### config.mk
export PLATFORM = sky130hd
export DESIGN_NAME = smb_idx_slave
export DESIGN_NICKNAME = d
export VERILOG_FILES = /design/src/rtl/smb_pkg.sv /design/src/rtl/smb_bus_monitor.sv /design/src/rtl/smb_reg_bank.sv /design/src/rtl/smb_idx_slave.sv
export SDC_FILE = /design/constraint.sdc
export NUM_CORES = 1
export LEC_CHECK = 0
export ABC_AREA = 0
export BUFFER_PORTS_ARGS = -buffer_cell sky130_fd_sc_hd__buf_2
export CAP_MARGIN = 40
export CORE_AREA = 8 8 101 194
export DETAILED_ROUTE_END_ITERATION = 16
export DIE_AREA = 0 0 109 202
export PLACE_DENSITY = 0.6
export SLEW_MARGIN = 20
export SYNTH_ARGS = -nofsm -noshare
export SYNTH_HDL_FRONTEND = slang
export SYNTH_SLANG_ARGS = --single-unit
### constraint.sdc
create_clock -name clk -period 3.48 [get_ports clk]
set_clock_uncertainty 0.05 [all_clocks]
set_input_delay 0.87 -clock clk [delete_from_list [all_inputs] [get_ports clk]]
set_output_delay 0.87 -clock clk [all_outputs]
set_load 0.02 [all_outputs]
### src/rtl/smb_pkg.sv
package smb_pkg;

    localparam int BYTE_W = 8;

    typedef enum logic [2:0] {
        ST_IDLE,
        ST_RX,
        ST_ACKRX,
        ST_TX,
        ST_TXACK,
        ST_IGNORE
    } state_t;

    typedef enum logic [1:0] {
        ROLE_ADDR,
        ROLE_INDEX,
        ROLE_COUNT,
        ROLE_DATA
    } role_t;

    typedef struct packed {
        logic sda;
        logic rise;
        logic fall;
        logic start;
        logic stop;
    } bus_ev_t;

    function automatic logic addr_hit(input logic [BYTE_W-1:0] b, input logic [6:0] dev);
        return b[BYTE_W-1:1] == dev;
    endfunction

endpackage

### src/rtl/smb_bus_monitor.sv
module smb_bus_monitor
    import smb_pkg::*;
#(
    parameter int SYNC_STAGES = 2
) (
    input  logic    clk,
    input  logic    rst,
    input  logic    scl_i,
    input  logic    sda_i,
    output bus_ev_t ev_o
);
    logic [SYNC_STAGES-1:0] scl_pipe;
    logic [SYNC_STAGES-1:0] sda_pipe;
    logic                   scl_q;
    logic                   sda_q;
    logic                   scl_s;
    logic                   sda_s;

    assign scl_s = scl_pipe[SYNC_STAGES-1];
    assign sda_s = sda_pipe[SYNC_STAGES-1];

    always_ff @(posedge clk) begin
        if (rst) begin
            scl_pipe <= '1;
            sda_pipe <= '1;
            scl_q    <= 1'b1;
            sda_q    <= 1'b1;
        end else begin
            scl_pipe <= {scl_pipe[SYNC_STAGES-2:0], scl_i};
            sda_pipe <= {sda_pipe[SYNC_STAGES-2:0], sda_i};
            scl_q    <= scl_s;
            sda_q    <= sda_s;
        end
    end

    always_comb begin
        ev_o.sda   = sda_s;
        ev_o.rise  = scl_s & ~scl_q;
        ev_o.fall  = ~scl_s & scl_q;
        ev_o.start = scl_s & scl_q & sda_q & ~sda_s;
        ev_o.stop  = scl_s & scl_q & ~sda_q & sda_s;
    end
endmodule

### src/rtl/smb_reg_bank.sv
module smb_reg_bank
    import smb_pkg::*;
#(
    parameter int          NREG    = 9,
    parameter int          CNT_IDX = 8,
    parameter logic [7:0]  CNT_RST = 8'd8
) (
    input  logic                   clk,
    input  logic                   rst,
    input  logic                   wr_en,
    input  logic [BYTE_W-1:0]      wr_idx,
    input  logic [BYTE_W-1:0]      wr_data,
    input  logic [BYTE_W-1:0]      rd_idx,
    output logic [BYTE_W-1:0]      rd_data,
    output logic [BYTE_W-1:0]      cnt_o,
    output logic [NREG*BYTE_W-1:0] bank_o
);
    localparam int IDX_W = $clog2(NREG);

    logic [BYTE_W-1:0] regs [NREG];

    for (genvar g = 0; g < NREG; g++) begin : g_reg
        localparam logic [BYTE_W-1:0] RST_VAL = (g == CNT_IDX) ? CNT_RST : '0;
        always_ff @(posedge clk) begin
            if (rst) begin
                regs[g] <= RST_VAL;
            end else if (wr_en && (wr_idx == BYTE_W'(g))) begin
                regs[g] <= wr_data;
            end
        end
        assign bank_o[g*BYTE_W +: BYTE_W] = regs[g];
    end

    always_comb begin
        if (rd_idx < BYTE_W'(NREG)) begin
            rd_data = regs[rd_idx[IDX_W-1:0]];
        end else begin
            rd_data = '0;
        end
    end

    assign cnt_o = regs[CNT_IDX];
endmodule

### src/rtl/smb_idx_slave.sv
module smb_idx_slave
    import smb_pkg::*;
#(
    parameter int          NREG     = 9,
    parameter int          CNT_IDX  = 8,
    parameter logic [7:0]  CNT_RST  = 8'd8,
    parameter logic [6:0]  DEV_ADDR = 7'h6A
) (
    input  logic                   clk,
    input  logic                   rst,
    input  logic                   scl_i,
    input  logic                   sda_i,
    output logic                   sda_oe_o,
    output logic [NREG*BYTE_W-1:0] reg_bank_o
);
    localparam int CNT_W = $clog2(BYTE_W + 1);

    bus_ev_t           ev;
    state_t            state;
    role_t             role;
    logic [CNT_W-1:0]  bit_cnt;
    logic [BYTE_W-1:0] shreg;
    logic [BYTE_W-1:0] idx;
    logic [BYTE_W-1:0] wr_left;
    logic              reading;
    logic              host_ack;
    logic              start_det;
    logic              byte_done;
    logic              wr_en;
    logic [BYTE_W-1:0] rd_data;
    logic [BYTE_W-1:0] cnt_val;

    smb_bus_monitor #(.SYNC_STAGES(2)) i_mon (
        .clk   (clk),
        .rst   (rst),
        .scl_i (scl_i),
        .sda_i (sda_i),
        .ev_o  (ev)
    );

    smb_reg_bank #(
        .NREG    (NREG),
        .CNT_IDX (CNT_IDX),
        .CNT_RST (CNT_RST)
    ) i_bank (
        .clk     (clk),
        .rst     (rst),
        .wr_en   (wr_en),
        .wr_idx  (idx),
        .wr_data (shreg),
        .rd_idx  (idx),
        .rd_data (rd_data),
        .cnt_o   (cnt_val),
        .bank_o  (reg_bank_o)
    );

    assign start_det = ev.start;
    assign byte_done = (state == ST_RX) && ev.fall && (bit_cnt == CNT_W'(BYTE_W))
                       && !ev.start && !ev.stop;
    assign wr_en     = byte_done && (role == ROLE_DATA) && (wr_left != '0);

    always_ff @(posedge clk) begin
        if (rst) begin
            state    <= ST_IDLE;
            role     <= ROLE_ADDR;
            bit_cnt  <= '0;
            shreg    <= '0;
            idx      <= '0;
            wr_left  <= '0;
            reading  <= 1'b0;
            host_ack <= 1'b0;
            sda_oe_o <= 1'b0;
        end else if (ev.stop) begin
            state    <= ST_IDLE;
            reading  <= 1'b0;
            sda_oe_o <= 1'b0;
        end else if (ev.start) begin
            state    <= ST_RX;
            role     <= ROLE_ADDR;
            bit_cnt  <= '0;
            reading  <= 1'b0;
            sda_oe_o <= 1'b0;
        end else begin
            unique case (state)
                ST_RX: begin
                    if (ev.rise) begin
                        shreg   <= {shreg[BYTE_W-2:0], ev.sda};
                        bit_cnt <= bit_cnt + 1'b1;
                    end else if (byte_done) begin
                        bit_cnt <= '0;
                        unique case (role)
                            ROLE_ADDR: begin
                                if (addr_hit(shreg, DEV_ADDR)) begin
                                    reading  <= shreg[0];
                                    role     <= ROLE_INDEX;
                                    sda_oe_o <= 1'b1;
                                    state    <= ST_ACKRX;
                                end else begin
                                    state <= ST_IGNORE;
                                end
                            end
                            ROLE_INDEX: begin
                                idx      <= shreg;
                                role     <= ROLE_COUNT;
                                sda_oe_o <= 1'b1;
                                state    <= ST_ACKRX;
                            end
                            ROLE_COUNT: begin
                                wr_left  <= shreg;
                                role     <= ROLE_DATA;
                                sda_oe_o <= 1'b1;
                                state    <= ST_ACKRX;
                            end
                            ROLE_DATA: begin
                                if (wr_left != '0) begin
                                    idx      <= idx + 1'b1;
                                    wr_left  <= wr_left - 1'b1;
                                    sda_oe_o <= 1'b1;
                                    state    <= ST_ACKRX;
                                end else begin
                                    state <= ST_IGNORE;
                                end
                            end
                            default: state <= ST_IGNORE;
                        endcase
                    end
                end
                ST_ACKRX: begin
                    if (ev.fall) begin
                        bit_cnt <= '0;
                        if (reading) begin
                            shreg    <= cnt_val;
                            sda_oe_o <= ~cnt_val[BYTE_W-1];
                            state    <= ST_TX;
                        end else begin
                            sda_oe_o <= 1'b0;
                            state    <= ST_RX;
                        end
                    end
                end
                ST_TX: begin
                    if (ev.rise) begin
                        bit_cnt <= bit_cnt + 1'b1;
                    end else if (ev.fall) begin
                        if (bit_cnt == CNT_W'(BYTE_W)) begin
                            sda_oe_o <= 1'b0;
                            state    <= ST_TXACK;
                        end else begin
                            shreg    <= {shreg[BYTE_W-2:0], 1'b0};
                            sda_oe_o <= ~shreg[BYTE_W-2];
                        end
                    end
                end
                ST_TXACK: begin
                    if (ev.rise) begin
                        host_ack <= ~ev.sda;
                    end else if (ev.fall) begin
                        if (host_ack) begin
                            shreg    <= rd_data;
                            sda_oe_o <= ~rd_data[BYTE_W-1];
                            idx      <= idx + 1'b1;
                            bit_cnt  <= '0;
                            state    <= ST_TX;
                        end else begin
                            reading <= 1'b0;
                            state   <= ST_IGNORE;
                        end
                    end
                end
                ST_IGNORE: sda_oe_o <= 1'b0;
                default:   sda_oe_o <= 1'b0;
            endcase
        end
    end
endmodule

==> metrics.yaml, run 1 <==
hold_viol: 0
slew_headroom_pct: 46.8
n_fill_cell: 1600
p_int_mw: 2.72
dpl.hpwl_um: 13300
port_buffers: 76
drt_iter0_drc: 431
crit_start: "i_mon.scl_q"
synth_ff_type: "edfxtp_1"
required_ps: 3710
crit_slowest_cell: "and3_1"
grt_pass1_wl_um: 29800
worst-endpoint-arrival_ps: 2780
placed_area_um2: 7250
grt_pass1_vias: 5272
p_per_area_nw_per_um2: 470
clock_sinks: 118
seqPwrFrac_pct: 42.3
p_leak_nw: 2.98
grt_max_degree: 53
post-place-ws_ps: 990
die_area_um2: 22000
antenna_found_initial: 0
ys_seq_area_share_pct: 46.4
total_power_mw: 3.69
cap_violations: 0
clk_pin_slew_ps: 60
synth-edff-count: 72
clockPowerShare_pct: 49.3
synthToLayoutAreaGrowth_pct: 18.2
drc: 0
combPwrFrac_pct: 8.4
htreeDepth: 4
max_slew.worst_pin.slew_ps: 797
cts_buffer_depth: 2
numCtsBuffers: 17
fin_setup_tns_ps: 0
synthCells: 650
io_pins: 77
wl_um: 19100
hp-start: "i_mon.sda_pipe[0]"
fin_crit_sh_pct: 73.3
place.gp.congestion: 0.856
cpPeakStageDelay_ps: 590
post_cts_resized: 0
worst_skew_pair.late_latency_ps: 420
status: "complete, no violations"
die_x_um: 109
finish.utilization_pct: 46.0
wl_per_cell_um: 20.3
grt_usage_pct: 17.6
seq_area_um2: 3080
cts_tree: "yes"
grt-ovfl-total: 0
swShare_pct: 26.3
multi_input_area_um2: 3280
end_kind: "flop"
finalWorstPathRequiredPeriod_ps: 2550
cts_setup_buffers: 0
viasPerCell: 5.67
vias: 5348
p_sw_mw: 0.971
drt_pass1_iterations: 6
postCtsHoldBufs: 0
path_max_fanout: 13
fin_ws_ps: 930
syn_area_um2: 6650
syn_avg_cell_area_um2: 10.2
layout-drive-gt1-share_pct: 25.9
diodes: 0
stdcell_area_um2: 7860
hp-class: "reg -> reg"
final_antenna_net_count: 0
start_kind: "flop"
vdd_drop_max_v: 0.000340
syn_nets: 667
synth_cell_types: 73
async_reset_ff_share_pct: 0
num_rows: 68
maxSlewViolCount: 0
clock-root-buffer: "clkbuf_16"
die_height_um: 202
core_um2: 17100
synth_seq_cells: 118
rr_startpoint: "i_mon.scl_q"
yosysWarnings: 0
crit_buf_inv: 0
critPathTopFamily: "simple AND/OR/NAND/NOR gates"
fin_nets: 737
start_util_pct: 38.9
critPathKind: "reg -> reg"
fmax_ghz: 0.392
setup_viol_count_final: 0
rsz0062_at_grt: "false"
path_cells: "nor2b_1, and3_1, nand3_2, nor3_2, and2_1"
==> kinds of logic after synthesis <==
| kind of cell | synth area share [%] |
|---|---|
| adder cells (fa/ha/maj) | 2.45 |
| multiplexers | 8.32 |
| AND/OR/NAND/NOR | 23.1 |
| XOR/XNOR | 0.132 |
| AO/OA/AOI/OAI | 15.3 |
| buffers and inverters | 4.31 |
| flip-flops | 46.4 |
==> per-stage QoR <==
| stage | hold WS (ps) | instances |
|---|---|---|
| 4_1_cts | 362 | 943 |
| 2_1_floorplan | 339 | 650 |
| 6_report | 359 | 943 |
| 3_3_place_gp | 345 | 911 |
| 3_5_place_dp | 344 | 911 |
| 5_1_grt | 372 | 943 |
==> synthesized netlist by cell type (13+ instances only) <==
library cell | number | area (um^2)
a21oi_1 | 42 | 210
o32ai_1 | 13 | 114
o21ai_0 | 30 | 150
inv_1 | 17 | 63.8
ha_1 | 13 | 163
edfxtp_1 | 72 | 2160
mux2_2 | 26 | 293
buf_2 | 19 | 95.1
nand2b_1 | 18 | 113
nand2_1 | 42 | 158
a31oi_1 | 19 | 119
clkbuf_1 | 25 | 93.8
nor2b_1 | 13 | 81.3
mux2i_1 | 17 | 170
and2_1 | 66 | 413
dfxtp_1 | 46 | 921
nor2_1 | 31 | 116
==> flip-flops by register name, indices dropped and copies added, names as in the netlist, 3 cells and up, named ones only <==
signal       flops
i_bank.regs     72
shreg            8
wr_left          8
bit_cnt          4
state            3
idx              8
==> cell type report <==
class | instances | area share (%)
inverter | 18 | 0.860
clock inverter | 15 | 2.29
tap | 210 | 3.34
timing repair buffer | 100 | 7.13
clock buffer | 17 | 5.41
sequential | 118 | 39.2
multi-input combinational | 465 | 41.7
==> path summary, 6_finish.rpt <==
path	slack (ps)	end	depth (start not counted)
worst max register to register	930	i_bank.regs[2][0]	5
worst min register to register	360	i_mon.sda_pipe[1]	1
worst max-delay path	930	i_bank.regs[2][0]	5
worst min-delay path	360	i_mon.sda_pipe[1]	1
==> power groups by stage <==
stage               registers, mW  logic, mW  clock network, mW
floorplan                    1.61      0.181                  0
global placement             1.59      0.307                  0
detailed placement           1.59      0.308                  0
CTS                          1.56      0.310               1.84
global route                 1.57      0.334               1.90
finish                       1.56      0.311               1.82
==> layout by cell type (no fill, tap or decap), drive strengths merged, types with 4 or more instances in the layout <==
master	count
nand3	14
a21o	4
buf	100
and3b	4
or2	6
nand3b	6
nand2	42
mux2	28
o21ai	30
nor2	31
o311ai	4
a31oi	19
ha	13
dfxtp	46
o32ai	13
a222oi	6
edfxtp	72
nand2b	19
mux2i	17
nor2b	13
inv	28
a21oi	42
a311oi	5
nor3	15
and2	66
or3	7
nor4	11
clkbuf	17
==> metal layers <==
metal | track usage, % | wire length (um)
met1 | 22.3 | 8130
met2 | 27.8 | 9080
met3 | 3.25 | 1270
met4 | 8.42 | 628
met5 | 0 | 0
Power figures use the tool's default switching activity.
==> run 2: changes to the inputs <==
clock period = 2.4 ns   (was 3.48 ns; I/O delays follow)
==> run 2 against run 1 <==
  * Die area is the same
  * Clock-buffer cell count is 1 higher
  * Critical endpoint is now i_bank.regs[4][0]
  * Largest power group unchanged
  * Sequential share of layout area shrank 1.1 points
==> metrics.yaml, run 2 (same netlist as run 1, synthesis figures left out) <==
status: "complete, no violations"  # unchanged
grt_pass1_wl_um: 30600  # was 29800 um
drt_pass1_iterations: 5  # was 6
path_max_fanout: 15  # was 13
maxSlewViolCount: 0  # unchanged
dpl.hpwl_um: 14000  # was 13300 um
swShare_pct: 25.3  # was 26.3%
die_x_um: 109  # unchanged
antenna_found_initial: 0  # unchanged
vias: 5494  # was 5348
r2r-end: "i_bank.regs[4][0]"  # was i_bank.regs[2][0]
core_um2: 17100  # unchanged
fin_nets: 766  # was 737
grt_pass1_vias: 5368  # was 5272
cts_tree: "yes"  # unchanged
start_util_pct: 38.9  # unchanged
fin_setup_tns_ps: 0  # unchanged
drc: 0  # unchanged
drt_iter0_drc: 417  # was 431
grt_max_degree: 48  # was 53
final_common_cell: "buf_2"  # unchanged
num_rows: 68  # unchanged
required_ps: 2640  # was 3710 ps
cts_setup_buffers: 0  # unchanged
rr_startpoint: "state[1]"  # was i_mon.scl_q
top_register: "i_bank.regs"  # unchanged
p_int_mw: 3.92  # was 2.72 mW
p_per_area_nw_per_um2: 650  # was 470 nW/um^2
end_kind: "flop"  # unchanged
hp-class: "in -> reg"  # was reg -> reg
clk_pin_slew_ps: 60  # about the same
htreeDepth: 4  # unchanged
post-place-ws_ps: 195  # was 990 ps
slew_headroom_pct: 57.4  # was 46.8%
r2r_cells: 6  # was 5
clock-root-buffer: "clkbuf_16"  # unchanged
cts_buffer_depth: 2  # unchanged
die_height_um: 202  # unchanged
layout_common_cells: "buf_2 (76), edfxtp_1 (72), and2_1 (66), buf_4 (51), dfxtp_1 (46)"  # was buf_2 (76), edfxtp_1 (72), and2_1 (66), dfxtp_1 (46)
diodes: 0  # unchanged
postCtsHoldBufs: 0  # unchanged
post_cts_resized: 0  # unchanged
cap_violations: 0  # unchanged
combPwrFrac_pct: 9.0  # was 8.4%
viasPerCell: 5.65  # was 5.67
largest_register_ffs: 72  # unchanged
synthToLayoutAreaGrowth_pct: 21.5  # was 18.2%
fin_ws_ps: 170  # was 930 ps
finalWorstPathRequiredPeriod_ps: 2230  # was 2550 ps
place.gp.congestion: 0.900  # was 0.856
finish.utilization_pct: 47.2  # was 46.0%
clockPowerShare_pct: 47.9  # was 49.3%
vdd_drop_max_v: 0.000504  # was 0.000340 V
wl_um: 19600  # was 19100 um
p_leak_nw: 3.11  # was 2.98 nW
p_sw_mw: 1.33  # was 0.971 mW
io_pins: 77  # unchanged
numCtsBuffers: 17  # unchanged
setup_viol_count_final: 0  # unchanged
start_kind: "flop"  # unchanged
critPathKind: "reg -> reg"  # unchanged
hp-start: "sda_i"  # was i_mon.sda_pipe[0]
r2r_setup_slack_ps: 170  # was 930 ps
max_slew.worst_pin.slew_ps: 631  # was 797 ps
fmax_ghz: 0.448  # was 0.392 GHz
hold_viol: 0  # unchanged
worst-endpoint-arrival_ps: 2470  # was 2780 ps
min_to: "i_mon.sda_pipe[0]"  # was i_mon.sda_pipe[1]
wl_per_cell_um: 20.1  # was 20.3 um
seqPwrFrac_pct: 43.1  # was 42.3%
port_buffers: 76  # unchanged
rsz0062_at_grt: "false"  # unchanged
final_antenna_net_count: 0  # unchanged
worst_skew_pair.late_latency_ps: 420  # about the same
grt_usage_pct: 18.0  # was 17.6%
n_fill_cell: 1600  # unchanged
fin_crit_sh_pct: 92.9  # was 73.3%
die_area_um2: 22000  # unchanged
clock_sinks: 118  # unchanged
grt-ovfl-total: 0  # unchanged
worstHoldPathCells: 2  # was 1
layout-drive-gt1-share_pct: 28.6  # was 25.9%
## run 2: cell count changes in the layout (fill, tap and decap cells not counted), sizes merged
cell,before,now
clkbuf,17,18
inv,28,21
clkinvlp,0,2
clkinv,3,7
buf,100,129
## run 2: final cells by class
| class | instances | area, um^2 | area share, % |
|---|---|---|---|
| inverter | 18 | 67.6 | 0.837 |
| timing repair buffer | 129 | 803 | 9.95 |
| sequential | 118 | 3080 | 38.2 |
| multi-input combinational | 465 | 3280 | 40.6 |
| clock inverter | 14 | 151 | 1.87 |
| tap | 210 | 263 | 3.25 |
| clock buffer | 18 | 429 | 5.31 |
## run 2: critical path, cell delays in order, from the launching register on
cell	delay, ps
dfxtp_1	500
nor3b_4	310
and3_1	350
buf_4	190
nand3_4	140
nor3_2	370
and2_1	190
## run 2: how the worst max path moves through the flow
stage / startpoint / slack [ps] / cells past startpoint / to
finish: state[1] / 170 / 6 / i_bank.regs[4][0]
global placement: bit_cnt[0] / 220 / 8 / bit_cnt[1]
floorplan: wr_left[0] / -80 / 6 / i_bank.regs[6][0]
detailed placement: state[1] / 200 / 6 / i_bank.regs[8][3]
CTS: state[1] / 190 / 6 / i_bank.regs[8][3]
global route: state[1] / 20 / 6 / i_bank.regs[8][3]
## run 2: layer usage
layer | part of all wire [%] | wire, um | track usage, % | vias to the layer above
li1 | - | - | - | 2602
met4 | 1.7 | 330 | 5.71 | 0
met2 | 50 | 9780 | 29.2 | 191
met1 | 42 | 8190 | 23.0 | 2676
met5 | 0 | 0 | 0 | -
met3 | 6.4 | 1260 | 3.76 | 25
## run 2: metrics by stage
stage / hold WS, ps / cells / power [mW] / instance area (um^2)
final: 321 / 972 / 5.25 / 8080
after global routing: 324 / 972 / 5.41 / 8080
after CTS: 311 / 972 / 5.28 / 8080
after detailed placement: 343 / 940 / 2.78 / 7500
after global placement: 346 / 940 / 2.77 / 7500
after floorplan: 339 / 650 / 2.59 / 6650
## run 2: power by group through the flow
stage          Sequential, mW  Combinational, mW  Clock (mW)
2_1_floorplan            2.33              0.263           0
3_3_place_gp             2.30              0.471           0
3_5_place_dp             2.30              0.472           0
4_1_cts                  2.26              0.473        2.55
5_1_grt                  2.27              0.504        2.63
6_report                 2.26              0.472        2.51
